`config.mk`:
```
export PLATFORM = sky130hd
export DESIGN_NAME = sec_clk_gate_ctrl
export DESIGN_NICKNAME = d
export VERILOG_FILES = /design/src/rtl/sec_clk_pkg.sv /design/src/rtl/sec_clk_mask_capture.sv /design/src/rtl/sec_clk_gate_cell.sv /design/src/rtl/sec_clk_gate_ctrl.sv
export SDC_FILE = /design/constraint.sdc
export NUM_CORES = 1
export LEC_CHECK = 0
export BUFFER_PORTS_ARGS = -buffer_cell sky130_fd_sc_hd__buf_2
export CAP_MARGIN = 15
export CORE_MARGIN = 1.5
export CORE_UTILIZATION = 57
export CTS_BUF_LIST = sky130_fd_sc_hd__clkbuf_16
export DETAILED_ROUTE_END_ITERATION = 8
export HOLD_SLACK_MARGIN = 0.03
export PLACE_DENSITY = 0.82
export SYNTH_ARGS = -nofsm -noshare
export SYNTH_HDL_FRONTEND = slang
export SYNTH_HIERARCHICAL = 1
export SYNTH_SLANG_ARGS = --single-unit
export TNS_END_PERCENT = 10
```
`constraint.sdc`:
```
create_clock -name clk -period 3.4 [get_ports clk]
set_input_delay 0.51 -clock clk [delete_from_list [all_inputs] [get_ports clk]]
set_output_delay 0.51 -clock clk [all_outputs]
set_load 0.02 [all_outputs]
```
`src/rtl/sec_clk_pkg.sv`:
```
package sec_clk_pkg;

    typedef enum logic [1:0] {
        PWR_D0     = 2'b00,
        PWR_D1     = 2'b01,
        PWR_D2     = 2'b10,
        PWR_D3_HOT = 2'b11
    } pwr_state_e;

    typedef enum logic [1:0] {
        CAP_IDLE  = 2'b00,
        CAP_SHIFT = 2'b01,
        CAP_DONE  = 2'b10
    } cap_state_e;

    typedef struct packed {
        logic force_low;
        logic park_high;
    } gate_ctl_t;

    function automatic logic d3_forces_low(input logic strap, input logic [1:0] state);
        return strap && (state == PWR_D3_HOT);
    endfunction

    function automatic logic window_open(input logic pri_act, input logic sec_act);
        return !pri_act && sec_act;
    endfunction

endpackage

```
`src/rtl/sec_clk_mask_capture.sv`:
```
module sec_clk_mask_capture
    import sec_clk_pkg::*;
#(
    parameter int NUM_OUT = 10
) (
    input  logic               clk,
    input  logic               rst,
    input  logic               pri_rst_act,
    input  logic               sec_rst_act,
    input  logic               ser_din,
    input  logic               ser_stb,
    input  logic               reg_we,
    input  logic [NUM_OUT-1:0] reg_wdata,
    output logic [NUM_OUT-1:0] mask
);
    localparam int CNT_W = $clog2(NUM_OUT + 1);
    localparam logic [CNT_W-1:0] LAST_IDX = CNT_W'(NUM_OUT - 1);

    cap_state_e       state_q;
    logic [CNT_W-1:0] cnt_q;
    logic             stb_q;
    logic             stb_rise;
    logic [NUM_OUT-1:0] mask_q;
    logic [NUM_OUT-1:0] mask_d;

    assign stb_rise = ser_stb && !stb_q;

    always_comb begin
        mask_d = mask_q;
        if (state_q == CAP_SHIFT && sec_rst_act && stb_rise) begin
            for (int i = 0; i < NUM_OUT; i++) begin
                if (cnt_q == CNT_W'(i)) mask_d[i] = ser_din;
            end
        end
        if (reg_we) mask_d = reg_wdata;
    end

    always_ff @(posedge clk) begin
        if (rst) begin
            state_q <= CAP_IDLE;
            cnt_q   <= '0;
            stb_q   <= 1'b0;
            mask_q  <= '0;
        end else begin
            stb_q  <= ser_stb;
            mask_q <= mask_d;
            case (state_q)
                CAP_IDLE: begin
                    if (window_open(pri_rst_act, sec_rst_act)) begin
                        state_q <= CAP_SHIFT;
                        cnt_q   <= '0;
                    end
                end
                CAP_SHIFT: begin
                    if (!sec_rst_act) begin
                        state_q <= CAP_DONE;
                    end else if (stb_rise) begin
                        cnt_q <= cnt_q + 1'b1;
                        if (cnt_q == LAST_IDX) state_q <= CAP_DONE;
                    end
                end
                default: state_q <= CAP_DONE;
            endcase
        end
    end

    assign mask = mask_q;


    cnt_bound_chk: assert property (@(posedge clk) disable iff (rst)
        cnt_q <= CNT_W'(NUM_OUT));


    done_sticky_chk: assert property (@(posedge clk) disable iff (rst)
        state_q == CAP_DONE |=> state_q == CAP_DONE);


    window_chk: assert property (@(posedge clk) disable iff (rst)
        (state_q == CAP_IDLE && !window_open(pri_rst_act, sec_rst_act)) |=> state_q == CAP_IDLE);


    mask_hold_chk: assert property (@(posedge clk) disable iff (rst)
        (!reg_we && state_q != CAP_SHIFT) |=> $stable(mask_q));

endmodule

```
`src/rtl/sec_clk_gate_cell.sv`:
```
module sec_clk_gate_cell
    import sec_clk_pkg::*;
(
    input  logic      clk,
    input  logic      rst,
    input  gate_ctl_t ctl,
    output logic      gclk
);
    gate_ctl_t ctl_q;

    always_ff @(negedge clk) begin
        if (rst) begin
            ctl_q <= '0;
        end else begin
            ctl_q <= ctl;
        end
    end

    always_comb begin
        if (ctl_q.force_low)      gclk = 1'b0;
        else if (ctl_q.park_high) gclk = 1'b1;
        else                      gclk = clk;
    end

endmodule

```
`src/rtl/sec_clk_gate_ctrl.sv`:
```
module sec_clk_gate_ctrl
    import sec_clk_pkg::*;
#(
    parameter int NUM_OUT = 10
) (
    input  logic               clk,
    input  logic               rst,
    input  logic               pri_rst_act,
    input  logic               sec_rst_act,
    input  logic               ser_din,
    input  logic               ser_stb,
    input  logic [1:0]         pwr_state,
    input  logic               ovr_strap,
    input  logic               reg_we,
    input  logic [NUM_OUT-1:0] reg_wdata,
    output logic [NUM_OUT-1:0] reg_rdata,
    output logic [NUM_OUT-1:0] clk_out
);
    logic [NUM_OUT-1:0] mask;
    logic               force_req;

    assign force_req = d3_forces_low(ovr_strap, pwr_state);

    sec_clk_mask_capture #(.NUM_OUT(NUM_OUT)) u_cap (
        .clk         (clk),
        .rst         (rst),
        .pri_rst_act (pri_rst_act),
        .sec_rst_act (sec_rst_act),
        .ser_din     (ser_din),
        .ser_stb     (ser_stb),
        .reg_we      (reg_we),
        .reg_wdata   (reg_wdata),
        .mask        (mask)
    );

    for (genvar g = 0; g < NUM_OUT; g++) begin : g_out
        gate_ctl_t ctl;
        assign ctl.force_low = force_req;
        assign ctl.park_high = mask[g];
        sec_clk_gate_cell u_gate (
            .clk  (clk),
            .rst  (rst),
            .ctl  (ctl),
            .gclk (clk_out[g])
        );
    end

    assign reg_rdata = mask;


    force_low_chk: assert property (@(posedge clk) disable iff (rst)
        (force_req && $past(force_req)) |-> clk_out == '0);


    low_phase_chk: assert property (@(posedge clk) disable iff (rst)
        (!force_req && $past(!force_req) && $stable(mask)) |-> clk_out == mask);


    park_high_chk: assert property (@(posedge clk) disable iff (rst)
        (!force_req && $past(!force_req) && mask == '1 && $stable(mask)) |-> clk_out == '1);

endmodule

```
# Yosys cells after proc, flatten, opt, wreduce, memory -nomap -nowiden
# Index checks and enable logic that the tools add are counted.
[totals] in_bits=20 latch_bits=0 output_inout_bits=20 n_memories=0 rom_bits=0 wordCells=115 register_bits=28 ramBits=0
[op_classes] n_mul=0 n_div=0 order_cmp=0 n_shift=0 bitwise_logic=0 reduce_logical=33 n_mux=41 add_sub_neg=1 eq_ne=16
[ops] op="two-way mux 1 bit" count=30
[ops] op="nonzero test 2 bit" count=12
[ops] op="two-way mux 10 bit" count=2
[ops] op="AND reduction 2 bit" count=10
[ops] op="== test 4 x 3 -> 1 bit, second input constant" count=4
[ops] op="two-way mux 4 bit" count=3
[ops] op="== test 4 x 2 -> 1 bit, second input constant" count=2
[ops] op="== test 4 bit, second input constant" count=2
[ops] op="two-way mux 2 bit" count=4
[ops] op="case mux 4 bit (2 select lines)" count=1
[ops] op="logical AND 1 bit" count=5
[ops] op="adder 4 x 1 -> 4 bit, second input constant" count=1
[ops] op="== test 4 x 1 -> 1 bit, second input constant" count=1
[ops] op="zero test 4 bit" count=1
[ops] op="inequality test 2 x 1 -> 1 bit, second input constant" count=2
[ops] op="case mux 2 bit (2 select lines)" count=1
[ops] op="AND reduction 4 bit" count=1
[ops] op="inequality test 3 x 2 -> 1 bit, second input constant" count=1
[ops] op="inequality test 3 bit, second input constant" count=1
[ops] op="AND reduction 3 bit" count=1
[ops] op="== test 2 x 1 -> 1 bit, second input constant" count=1
[ops] op="== test 2 bit, second input constant" count=1
[ops] op="zero test 1 bit" count=2
[ops] op="zero test 2 bit" count=1
[ops] op="inequality test 2 bit, second input constant" count=1

# Longest topological paths before layout
[logic_depth] depth_word=5 depth_mapped=5 depth_no_buf=5

# Modules after synthesis
# Netlist, hierarchy kept.
[by_module_without_submodules] module="sec_clk_mask_capture" instances=1 area_per_inst_um2=1031.0 cells_per_inst=114
[by_module_without_submodules] module="sec_clk_gate_cell" instances=10 area_per_inst_um2=66.3 cells_per_inst=6
[by_module_without_submodules] module="sec_clk_gate_ctrl" instances=1 area_per_inst_um2=6.3 cells_per_inst=1

==> metrics.txt <==
status=complete, no violations; Async SR Flop Fraction=0; Post-synth EDFFs=0; Sequential cell area=740.7 µm²; post-layout net count=253; Mapped Area=1700 µm²; Skew-Pair Late Insertion Delay=0.48 ns; Place WS=slightly below 0.5 ns; I/O pins=40; Seq/Total Area, Yosys=0.4356; post-synth net total=199; initial antenna violation count=0; hold-critical path depth=3; # Max-Cap Violations=0; commonest non-fill, non-tap cells in the layout=39 x buf_2, 37 x dfxtp_1, 27 x nor2b_1; Avg WL per Cell=14.36 µm; relative slew slack=0.6376; final wirelength=3.748 mm; Die Footprint=~3300 µm²; Ys Warns=6; Hold Path Class=input port to flop; global route overflow=0; post-DR vias/cell=5.705; CP Max Fanout=1; Final Max Tran Viols=0; count of cell types in the netlist=40; postcts setup bufs=0; area delta synth->final=28.48%; Total Neg Setup Slack=0 ns; largest net degree at the start of global routing=32; initial drt markers=just under 60; Clk pin slew, worst setup/hold paths=0.06 ns; overall routing resource usage=0.2395; Setup CP Type=flop to output port; Pwr Density=779.1 nW/µm²; Fillers=185; Final ANT Viol Nets=0; final hold slack=0.3969 ns; First-pass DRT Iterations=4; final worst slack=0.07199 ns; share of post-route cells with drive strength above 1=0.2609; RSZ-0062 raised after global routing=no; Post-Syn Instances=175; WP data arrival=2.82 ns; Port Buffer Count=39; vias in the first global route=1535; Synth Area per Inst=9.716 µm²; Final setup viols=0; worst r2r path cells=1; # rows=19; R2R setup slack=~1.2 ns; Vias=1489; Core Area=2781 µm²; clk_skew=0.09973 ns; DRC viols=0; most common cell after layout, fill and taps aside=buf_2; reg-to-reg endpoint=g_out[7].u_gate/ctl_q[0]; n_diodes=0; static leakage=0.0009872 µW; die width=slightly below 60 µm; CTS tree=done; post-CTS resize count=0; post-DP HPWL=2.523 mm; Placer Congestion=around 0.8; Die Ht=57.62 µm; multi-input logic area=between 800 and 900 µm²; required time worst endpoint=2.89 ns; Slew @ Worst Pin=0.5436 ns; Hold Crit Start=reg_wdata[4]; CTS Hold Bufs=0; Hold Crit Endpoint=u_cap/mask[4]; startpoint types=flop; #FFs+latches synth=37; Initial Util=0.6113; Max VDD drop=0.7833 mV; Worst Setup End Kind=output port; Reg2Reg Launch Point=u_cap/mask[7]; leading area contributor after synthesis=dfxtp_1; global-route wire length before repair=5.961 mm; Yosys top cell area share=0.4356; Synth area leaders=dfxtp_1 44%, nor2b_1 9.9%, o21ba_1 5.9%, a311oi_1 4.6%, ha_1 2.9%; Hold Vio Cnt, Final=0; Synth Flop Type=dfxtp_1
-- worst max-delay path, stage by stage (launching register included) --
cell and delay [ns]:
dfxtp_1 0.29, o21ba_1 0.20, buf_2 0.15
-- power by group --
part	internal (µW)	switching [µW]
sequential	455	11.5
combinational	36.8	50.7
clock	646	502
-- worst max path at each step --
stage	start	to	slack, ns	cells after the start
floorplan	g_out[0].u_gate/ctl_q[1]	clk_out[0]	0.61	1
global placement	ovr_strap	g_out[2].u_gate/ctl_q[1]	0.54	3
detailed placement	rst	g_out[2].u_gate/ctl_q[0]	0.49	2
CTS	g_out[1].u_gate/ctl_q[1]	clk_out[1]	0.06	2
global route	g_out[2].u_gate/ctl_q[1]	clk_out[2]	0.02	2
finish	g_out[0].u_gate/ctl_q[1]	clk_out[0]	0.07	2
-- metal layers --
metal | track usage | share of wire | up-vias
met4 | 0.1927 | 0.023 | 0
met1 | 0.2367 | 0.41 | 678
met3 | 0.1027 | 0.056 | 13
met2 | 0.3896 | 0.51 | 60
met5 | 0 | 0 | -
li1 | - | - | 738
-- per-stage QoR --
| step | util | power [µW] | cell area [µm²] | std cells |
|---|---|---|---|---|
| finish | 0.7854 | 1702 | 2185 | 261 |
| CTS | 0.7854 | 1730 | 2185 | 261 |
| global placement | 0.6829 | 930.3 | 1899 | 239 |
| floorplan | - | 817.9 | 1700 | 175 |
| global route | 0.7854 | 1790 | 2185 | 261 |
| detailed placement | 0.6829 | 934.5 | 1899 | 239 |
-- final cells by class --
type | count | share of cell area
Multi-Input combinational cell | 118 | 0.3992
Sequential cell | 37 | 0.3391
Clock buffer | 19 | 0.1260
Timing Repair Buffer | 29 | 0.06644
Clock inverter | 23 | 0.04467
Tap cell | 31 | 0.01775
Inverter | 4 | 0.006873
-- state kept, by name (all words and copies together) (netlist names) --
| name | flops |
|---|---|
| u_cap/state_q | 2 |
| g_out.u_gate/ctl_q | 20 |
| u_cap/mask | 10 |
| u_cap/stb_q | 1 |
| u_cap/cnt_q | 4 |
-- synth_stat cells (2+ instances only) --
cell type	number
a2111oi_1	4
a311oi_1	9
and3_1	4
and4bb_2	3
clkbuf_1	3
dfxtp_1	37
ha_1	4
inv_1	13
mux2i_1	2
nand2_1	8
nand2b_1	3
nand4b_1	2
nor2_1	10
nor2b_1	27
nor4_1	5
o21ai_0	5
o21ba_1	10
or3_1	4
-- kinds of logic after synthesis --
logic type,share of synthesized area
mux,0.01177
fa+ha+maj,0.02943
compound gates,0.1869
buf+inv,0.05151
simple gates,0.2848
flops,0.4356
No activity file was read; power rests on OpenSTA's default activity.
